File: src/rtl/burst_pkg.sv
// Package: shared widths and the beat-order encoding for the burst sequencer.
package burst_pkg;
    typedef enum logic {
        ORDER_LINEAR = 1'b0,
        ORDER_XOR    = 1'b1
    } order_e;

    // Map a start offset and a beat count to the offset of that beat.
    function automatic logic [1:0] beat_offset(input order_e ord,
                                               input logic [1:0] start,
                                               input logic [1:0] count);
        if (ord == ORDER_XOR)
            return start ^ count;
        else
            return start + count;
    endfunction
endpackage

File: src/rtl/burst_start_reg.sv
// Start register: holds the loaded address and the beat order of the burst.
// Assumes load is a synchronous pulse; holds its contents otherwise.
module burst_start_reg
    import burst_pkg::*;
#(
    parameter int ADDR_W = 18
) (
    input  logic              clk,
    input  logic              rst_n,
    input  logic              load,
    input  logic              order_sel,
    input  logic [ADDR_W-1:0] addr_in,
    output logic [ADDR_W-1:0] start_addr,
    output order_e            order_q
);
    // Capture address and order on every load; clear on reset.
    always_ff @(posedge clk) begin
        if (!rst_n) begin
            start_addr <= '0;
            order_q    <= ORDER_LINEAR;
        end else if (load) begin
            start_addr <= addr_in;
            order_q    <= order_e'(order_sel);
        end
    end
endmodule

File: src/rtl/burst_beat_ctr.sv
// Beat counter: counts advances since the last load, wrapping modulo 2**CNT_W.
// Assumes load has priority over advance in the same cycle.
module burst_beat_ctr #(
    parameter int CNT_W = 2
) (
    input  logic             clk,
    input  logic             rst_n,
    input  logic             load,
    input  logic             adv_n,
    output logic [CNT_W-1:0] count
);
    // Restart on load, step on an active advance, hold otherwise.
    always_ff @(posedge clk) begin
        if (!rst_n)
            count <= '0;
        else if (load)
            count <= '0;
        else if (!adv_n)
            count <= count + 1'b1;
    end
endmodule

File: src/rtl/burst_addr_gen.sv
// Top: burst address sequencer. Combines the captured start address with the
// beat count, mapped through the captured order, to form the current address.
// Assumes ADDR_W > 2; only the low two bits ever step.
module burst_addr_gen
    import burst_pkg::*;
#(
    parameter int ADDR_W = 18
) (
    input  logic              clk,
    input  logic              rst_n,
    input  logic              load,
    input  logic              adv_n,
    input  logic              order_sel,
    input  logic [ADDR_W-1:0] addr_in,
    output logic [ADDR_W-1:0] addr_out
);
    localparam int OFS_W = 2;
    localparam int HI_W  = ADDR_W - OFS_W;

    logic [ADDR_W-1:0] start_addr;
    order_e            order_q;
    logic [OFS_W-1:0]  beat_cnt;
    logic [OFS_W-1:0]  beat_ofs;

    burst_start_reg #(.ADDR_W(ADDR_W)) u_start (
        .clk        (clk),
        .rst_n      (rst_n),
        .load       (load),
        .order_sel  (order_sel),
        .addr_in    (addr_in),
        .start_addr (start_addr),
        .order_q    (order_q)
    );

    burst_beat_ctr #(.CNT_W(OFS_W)) u_ctr (
        .clk   (clk),
        .rst_n (rst_n),
        .load  (load),
        .adv_n (adv_n),
        .count (beat_cnt)
    );

    // Offset of the current beat in the captured order.
    always_comb beat_ofs = beat_offset(order_q, start_addr[OFS_W-1:0], beat_cnt);

    // Upper bits straight from the start register, low bits from the map.
    always_comb addr_out = {start_addr[ADDR_W-1 -: HI_W], beat_ofs};
endmodule

File: config.mk
export PLATFORM = sky130hd
export DESIGN_NAME = burst_addr_gen
export DESIGN_NICKNAME = d
export VERILOG_FILES = /design/src/rtl/burst_pkg.sv /design/src/rtl/burst_start_reg.sv /design/src/rtl/burst_beat_ctr.sv /design/src/rtl/burst_addr_gen.sv
export SDC_FILE = /design/constraint.sdc
export NUM_CORES = 1
export LEC_CHECK = 0
export BUFFER_PORTS_ARGS = -buffer_cell sky130_fd_sc_hd__buf_4
export CORE_MARGIN = 5
export CORE_UTILIZATION = 46
export CTS_CLUSTER_SIZE = 24
export DETAILED_ROUTE_END_ITERATION = 16
export GPL_TIMING_DRIVEN = 0
export HOLD_SLACK_MARGIN = 0.02
export PLACE_DENSITY = 0.77
export SETUP_SLACK_MARGIN = 0.15
export SYNTH_ARGS = -nofsm -noshare
export SYNTH_HDL_FRONTEND = slang
export SYNTH_SLANG_ARGS = --single-unit
File: constraint.sdc
create_clock -name clk -period 1.1 [get_ports clk]
set_input_delay 0 -clock clk [delete_from_list [all_inputs] [get_ports clk]]
set_output_delay 0 -clock clk [all_outputs]
set_load 0.01 [all_outputs]
# Word-level counts from Yosys, hierarchy flattened

Index checks and enable logic that the tools add are counted.
W data, S select, Z words.

Bitwise operators: 2
Multiplexer cells: 1
$add $sub $neg: 2
Reductions and logical operators: 1

Operators by type and width:

| kind                  | number |
|---|---|
| $add A2 B1 Y2 const B | 1 |
| $add A2 B2 Y2         | 1 |
| $mux W2               | 1 |
| $reduce_or A2 Y1      | 1 |
| $xor A2 B2 Y2         | 1 |
| $not A1 Y1            | 1 |

Output and inout bits: 18
Bits in registers: 21
Word-level logic and storage cells: 9

# Longest topological paths before layout

Gate-level depths: netlist of run 1.

Word-level depth: 2
Mapped depth: 3
Gate-level depth less buffers: 3

# Modules after synthesis

A second synthesis of run 1 with hierarchy kept.

Cell total of the unflattened synthesis: 72
Area total of the unflattened synthesis: 847.1 µm²

Modules (own cells, without submodules):

| module          | instances | cells each | sequential area each (µm²) | area each (µm²) |
|---|---|---|---|---|
| burst_start_reg | 1         | 60         | 380.4                      | 724.4 |
| burst_beat_ctr  | 1         | 8          | 40.0                       | 86.3 |
| burst_addr_gen  | 1         | 4          | 0.0                        | 36.3 |

# Least setup slack after synthesis of run 1

No wires, ideal clock.

Kind: reg2out
Start point: reg u_start.start_addr[0]
End point: out addr_out[1]
Buffers on the path: 0
Arrival: 821 ps
Cell stages (with the launch flop): 4
Setup slack: 279 ps
Cells stage by stage: dfxtp_1 > ha_1 > nor2b_1 > xnor2_1

Longest elaborated chain between the ends: 2

Ends and longest elaborated chain:

| item                     | line                  | text |
|---|---|---|
| start: declaration       | burst_start_reg.sv:13 | `output logic [ADDR_W-1:0] start_addr,` |
| start signal: assignment | burst_start_reg.sv:22 | `start_addr <= addr_in;` |
| $add A2 B2 Y2            | burst_pkg.sv:15       | `return start + count;` |
| $mux W2                  | burst_pkg.sv:12       | `if (ord == ORDER_XOR)` |
| end: declaration         | burst_addr_gen.sv:15  | `output logic [ADDR_W-1:0] addr_out` |

No other way between the ends.

# Worst setup path in the final report of run 1

Ends and elaborated chain as after synthesis.

==> impl.org, run 1 <==
** Finish
- In the final layout, flip-flops and latches occupy around 420 um2.
- The area growth from synthesis to layout is 65.6%.
- Post-Layout Cell Count :: 183
- Post-layout util :: between 80% and 90%
- At the end of the flow, the number of nets in the layout was about 180.
- Area taken by multi-input logic gates :: between 400 and 500 um2
- The post-route netlist has roughly half of its cells at a drive strength greater than 1.
- Fillcell total :: 128
- Diodes inserted :: 0

** Synth
- Leading area contributor after synthesis :: dfxtp_1
- Synth Cell Area :: about 980 um2
- Top_reg_cell synth :: dfxtp_1
- Sequential fraction of the synthesis area :: roughly 43%
- Average instance area after synthesis :: around 11 um2
- Post-synth EDFFs :: 0
- In this run the biggest area consumer among cell types represents 43.0% of the synthesized area.
- Synthesis instantiated 11 different standard cells from the library.
- List of most frequent post-synthesis cells :: 21 x dfxtp_1, 21 x nor2b_1, 19 x mux2i_1
- Synthesis produced a netlist with a net count of approximately 110.
- After technology mapping, the gate count stands at a little under 90.
- Counting flops with an async set or reset pin after synthesis yields a share of 0%.
- Number of synthesized register bits :: 21
- For this run, the number of Yosys warnings is 0.
- Largest cells by area after synthesis :: dfxtp_1 43%, mux2i_1 19%, nor2b_1 13%

** STA
- After layout, the worst setup slack is -92.1 ps.
- Total setup violations reported at the end of the flow :: 1
- Worst slew margin relative to its limit :: a little under nine tenths
- Actual slew at the worst max-slew pin :: slightly above 200 ps
- Share of the cycle needed by the critical path after routing :: 108%
- Based on the critical path, the design can be clocked at up to 839 MHz.
- Unrepaired setup endpoints after global routing :: true
- After layout, the minimum clock period comes to approximately 1200 ps.
- The number of endpoints with negative hold slack in the final report came to 0.
- The total count of max-transition violations in the final report was 0.
- For the final database, setup skew stands at roughly 4.3 ps.

** Route
- DR WL/cell :: around 13 um
- Ratio of routed vias to standard cells :: roughly 4.3
- Drt first-iter violations :: 11
- Number of iterations in the first detailed-routing pass :: 4
- Wires add up to ~2300 um.
- Antenna Nets Post-Route :: 0
- For this block, the via count after detailed routing is 794.
- Residual DRC count :: 0

** Worst setup path
- The worst setup path is launched from a flip-flop.
- Kind of critical path :: reg2out
- The worst setup path is captured at a primary output.
- Required time of the critical path :: 1100 ps
- Largest fanout on the critical path :: 2
- Worst endpoint data arrival time :: around 1200 ps

** GRT
- Grt total ovfl :: 0
- Entering global routing, the biggest net connects 13 pins.
- First-pass GRT wire length :: roughly 4000 um
- Gr usage total :: between 10% and 20%
- The initial antenna violation count was 0.
- Vias in the first global route :: ~890

** Placed design
- Post-placement setup slack :: roughly 190 ps
- At the end of routability-driven placement, the weighted congestion stood at 0.641.
- DP Cell Count :: about 160
- HPWL Detailed :: between 1000 and 1500 um
- Number of I/O port buffers :: 39

** Clock network
- Clock transition time at the flip-flop clock pins of the worst setup and hold paths :: approximately 120 ps
- The later pin in the worst-skew pair is clocked with a latency of 300 ps.
- CTS built an H-tree with a depth of 1.
- Clock tree synthesis inserted a total of 3 buffers.
- Counting along the longest clock path gives a buffer depth of 2.
- Root Buffer Master :: clkbuf_4
- TritonCTS built the clock tree.
- Clock net sink count :: 21

** Hold path
- Kind of path behind the tightest hold check :: in2reg

** Outcome
- The flow ran to the end, but the final reports show violations.
- The checks that failed: setup timing.

** Power
- Static Leakage :: about 0.0008 uW
- PwrDens :: about 1000 nW/um2
- VDD sags by at most 1.21 mV.

** Die
- Height of the die :: roughly 56 um
- a little over 40 I/O pins were placed.
- The initial utilization of the core area, before any placement, comes to 48.8%.
- Core region area :: around 2000 um2
- The initialized floorplan defines 16 standard-cell rows.
- Die width :: around 56 um
- Die area :: 3150 um2

** Job
- The tool flagged a number of max-cap violations equal to 0.
[final timing paths]
check | from | slack (ps) | cells after the start | end
worst min register to register | u_start.start_addr[5] | 530 | 2 | u_start.start_addr[5]
worst max register to register | u_ctr.count[0] | 20 | 5 | u_ctr.count[1]
worst max-delay path | u_start.start_addr[0] | -90 | 4 | addr_out[1]
worst min-delay path | load | 50 | 3 | u_start.start_addr[12]
[routing by layer]
layer,global-route usage (%),up-vias,part of all wire (%)
met1,15.5,355,35
li1,-,406,-
met5,0,-,0
met2,30.9,31,55
met4,4.07,0,0.77
met3,6.73,2,8.3
[flip-flops by register name (all words and copies together), names as in the netlist]
register and flops:
u_start.start_addr 18, u_ctr.count 2, u_start.order_q 1
[report_power, final]
group | switching [uW] | internal, uW
clock network | 236 | 136
logic | 135 | 275
registers | 27.3 | 805
[layout by cell type, fill, tap and decap left out]
cell type,n
nor3_2,1
ha_4,1
xnor2_2,3
dfxtp_2,2
dfxtp_1,19
mux2i_1,19
buf_4,57
nor2b_4,1
clkbuf_4,3
nor2b_1,20
dlygate4sd3_1,21
nor2_1,1
and2b_2,1
buf_6,5
clkinv_2,1
nand2b_4,1
[worst max-delay path: stages, from the launching register on]
cell,delay (ps)
dfxtp_2,360
ha_4,150
nor2b_4,120
xnor2_2,120
buf_4,140
[layout make-up]
class / count / area share [%]
plain buffers: 20 / 9.98
clock buffers: 3 / 1.39
clock inverters: 1 / 0.309
multi-input cells: 48 / 27.1
flip-flops and latches: 21 / 26.1
well taps: 27 / 2.09
repair buffers: 63 / 32.9
[metrics by stage]
step / power (uW) / instance area (um2) / setup TNS (ps) / hold WS, ps
floorplan: 1030 / 977 / 0 / 133
global placement: 1160 / 1300 / 0 / 258
detailed placement: 1170 / 1300 / 0 / 266
CTS: 1610 / 1580 / -117 / 40.1
global route: 1700 / 1620 / -163 / 44.4
finish: 1610 / 1620 / -92.1 / 45.7
[logic make-up after synthesis]
kind of cell / Yosys count / synth area share (%)
fa+ha+maj: 1 / 1.28
flops: 21 / 43.0
simple gates: 25 / 17.0
buf+inv: 20 / 16.5
mux: 19 / 19.5
xor+xnor: 3 / 2.69
[what timing repair did]
action | CTS | global route
pin swaps | 4 | 4
hold buffers | 21 | 0
endpoints found under the hold margin | 21 | 0
setup endpoints to repair | 2 | 4
buffers inserted | 1 | 2
resized for setup | 8 | 4
(Power assumes the default switching activity.)
==> inputs of run 2 (changes only) <==
--- a/config.mk
+++ b/config.mk
@@ -6,13 +6,15 @@
 export NUM_CORES = 1
 export LEC_CHECK = 0
 export BUFFER_PORTS_ARGS = -buffer_cell sky130_fd_sc_hd__buf_4
+export CELL_PAD_IN_SITES_DETAIL_PLACEMENT = 2
+export CELL_PAD_IN_SITES_GLOBAL_PLACEMENT = 2
 export CORE_MARGIN = 5
-export CORE_UTILIZATION = 46
+export CORE_UTILIZATION = 27
 export CTS_CLUSTER_SIZE = 24
 export DETAILED_ROUTE_END_ITERATION = 16
 export GPL_TIMING_DRIVEN = 0
 export HOLD_SLACK_MARGIN = 0.02
-export PLACE_DENSITY = 0.77
+export PLACE_DENSITY_LB_ADDON = 0.1
 export SETUP_SLACK_MARGIN = 0.15
 export SYNTH_ARGS = -nofsm -noshare
 export SYNTH_HDL_FRONTEND = slang
==> constraint.sdc (replaced) <==
create_clock -name clk -period 1.2 [get_ports clk]
set_input_delay 0 -clock clk [delete_from_list [all_inputs] [get_ports clk]]
set_output_delay 0 -clock clk [all_outputs]
set_load 0.01 [all_outputs]
==> run 2 against run 1 <==
Net effect:
- the run now ends clean
- highest routed layer unchanged
- sequential power is 8.3% lower
- global-route usage fell by 4.9 points
- die area grew 56%
- hold slack improved by 11 ps
- clock-buffer cell count is 1 higher
- sequential cell count is the same
- clock power decreased by 7.0%
- setup slack improved by 110 ps
==> impl.org, run 2 (synthesized netlist as in run 1, its figures left out) <==
** Die
- Height of the die :: 70.2 um
- Once the floorplan was initialized, standard cells occupied around 29% of the core.
- Core region area :: 3420 um2
- Die width :: ~70 um
- I/O pin cnt :: between 40 and 50
- The initialized floorplan defines 21 standard-cell rows.
- The die covers about 4900 um2.

** Finish
- The register with the most flip-flops in the layout has 18 of them.
- The post-route netlist has between 40% and 50% of its cells at a drive strength greater than 1.
- Fill cells in the final layout number approximately 360.
- Registers with the highest flip-flop counts :: u_start.start_addr (18), u_ctr.count (2), u_start.order_q (1)
- Most common cell after layout, fill and taps aside :: buf_4
- Diodes inserted :: 0
- Compared with the post-synthesis result, the final layout area differs by 66.5%.
- Largest register by flop count :: u_start.start_addr
- The library cells used most frequently in the layout, excluding fill and tap cells, are 55 x buf_4, 20 x nor2b_1, 20 x dlygate4sd3_1.
- After the last flow step, the layout net total stands at around 180.
- Cells fill approximately 48% of the core in the end.

** Route
- The first routing iteration left 2 violations.
- Ratio of routed vias to standard cells :: between 4 and 5
- Wires add up to approximately 2700 um.
- The first TritonRoute pass finished after 2 iterations.
- The count of nets left with antenna violations once routing finished came out at 0.
- DR WL/cell :: between 10 and 15 um
- Residual DRC count :: 0
- Across all layers, the routed design uses between 800 and 900 vias.

** Power
- Across the VDD grid, the largest voltage drop is 0.426 mV.
- Switching share of power :: between 20 and 25%
- For this design the static power due to leakage is roughly 0.0008 uW.
- Clock group share of total power :: roughly a quarter
- The design draws roughly 1500 uW.
- Share of total power in sequential cells :: around half
- PwrDens :: 912 nW/um2
- Fraction of power consumed by combinational cells :: between 20% and 30%
- Summed over all nets, the switching power comes to between 300 and 400 uW.
- Internal power component :: 1120 uW

** GRT
- The initial antenna violation count was 0.
- Gr usage total :: roughly 11%
- Grt peak-use layer :: met2
- Grt total ovfl :: 0
- In the global route stage, met3 resource usage came out at between 3 and 4%.
- Vias in the first global route :: between 800 and 900
- Entering global routing, the biggest net connects 12 pins.
- The first global-routing pass estimated roughly 4300 um of wire.
- For this run, global-route usage on met2 was measured as 21.5%.
- Met1 usage :: about 12%

** Placed design
- RePlAce Congestion :: approximately 0.64
- Detailed placement finished with a half-perimeter wire length of roughly 1800 um.
- In this run the tool buffered the top-level ports with 39 buffer cells.
- At the placement stage, the worst setup path has a slack of around 290 ps.

** Hold path
- Hold path startpoint :: adv_n
- The worst hold path belongs to the class in2reg.
- The worst hold path passes through 3 cells.
- For hold timing, the worst endpoint is u_ctr.count[0].

** STA
- The total count of max-transition violations in the final report came to 0.
- Setup repair after global routing could not meet its margin everywhere.
- Setup slack closes at approximately 13 ps.
- The number of endpoints with negative hold slack in the final report was 0.
- Final Skew :: between 0.04 and 0.05 ps
- Share of the cycle needed by the critical path after routing :: 98.9%
- Setup violations remaining at the end of the flow were counted as 0.
- For this run, the top clock speed supported by timing is 843 MHz.
- Actual slew at the worst max-slew pin :: ~190 ps
- Post-route setup TNS :: 0 ps
- For the finished layout, the period the worst path requires is between 1000 and 1500 ps.
- Worst slew margin relative to its limit :: 86.9%

** Worst setup path
- Largest fanout on the critical path :: 2
- Critical Path Sink Type :: primary output
- For flop-to-flop paths, the worst setup slack is 110 ps.
- Worst endpoint data arrival time :: ~1200 ps
- End of the worst register-to-register path :: u_ctr.count[1]
- Cell with the largest stage delay on the worst path :: dfxtp_2
- Required time of the critical path :: roughly 1200 ps
- Startpoint of the lowest-slack register-to-register path :: u_ctr.count[0]
- Critical-path cell list :: ha_4 -> nor2b_4 -> xnor2_2 -> buf_4
- Startpoint Class :: flip-flop
- Kind of critical path :: reg2out
- Counting cells, the worst reg-to-reg path comes to 5.
- Peak per-stage delay on the critical path :: between 300 and 400 ps

** Clock network
- In this run the deepest clock path goes through 2 buffers.
- Root Buffer Master :: clkbuf_4
- In this run the number of H-tree levels came out at 1.
- Worst skew pair latency :: 300 ps
- The number of clock buffers added by TritonCTS is 3.
- The tree built by TritonCTS fans out to 21 sinks.
- CTS tree :: built
- Clock transition time at the flip-flop clock pins of the worst setup and hold paths :: around 120 ps

** Job
- Number of max-cap violations :: 0

** Outcome
- Status :: completed
## run 2: cell types whose count changed in the layout (fill, tap and decap cells not counted)
cell / previous run / this run
buf_4: 57 / 55
clkbuf_1: 0 / 1
buf_6: 5 / 6
dlygate4sd3_1: 21 / 20
clkinv_2: 1 / 0
## run 2: repair_timing
item                                   CTS  global route
setup endpoints to repair                2             2
endpoints found under the hold margin   21             0
hold buffers                            20             0
setup buffers                            1             1
pin swaps                                2             4
resized for setup                        7             6
## run 2: power by group through the flow
| stage | Combinational, uW | Clock [uW] | Sequential, uW |
|---|---|---|---|
| CTS | 368 | 366 | 762 |
| floorplan | 172 | 0 | 768 |
| global route | 408 | 395 | 769 |
| global placement | 295 | 0 | 772 |
| finish | 375 | 346 | 763 |
| detailed placement | 307 | 0 | 775 |
## run 2: how the worst max path moves through the flow
stage | startpoint | to | slack (ps)
floorplan | u_start.start_addr[0] | addr_out[1] | 380
global placement | u_ctr.count[0] | addr_out[1] | 330
detailed placement | u_ctr.count[0] | addr_out[1] | 290
CTS | u_start.start_addr[0] | addr_out[1] | -30
global route | u_start.start_addr[0] | addr_out[1] | -50
finish | u_ctr.count[0] | addr_out[1] | 10
## run 2: layer usage
layer / vias up / share of wire, %
li1: 402 / -
met1: 382 / 36
met2: 23 / 57
met3: 2 / 6.2
met4: 0 / 0.75
met5: - / 0
## run 2: area by class of cell
type | instances | area (um2) | area share, %
sequential | 21 | 423 | 26.0
tap | 46 | 57.6 | 3.54
clock buffer | 4 | 26.3 | 1.62
buffer | 20 | 161 | 9.92
multi-input combinational | 48 | 439 | 27.0
timing repair buffer | 61 | 519 | 31.9
## run 2: critical path, delay by kind of cell, from the launching register on
| kind | cells | cell delay, ps |
|---|---|---|
| DFF | 1 | 360 |
| adders and majority gates | 1 | 150 |
| buffers and inverters | 1 | 140 |
| and+or+nand+nor | 1 | 120 |
| xor gates and xnor gates | 1 | 120 |
## run 2: per-stage QoR
step	cell area (um2)	cells	hold slack (ps)
floorplan	977	89	133
global placement	1330	174	257
detailed placement	1330	174	271
CTS	1590	199	47.4
global route	1630	200	55.8
finish	1630	200	56.7
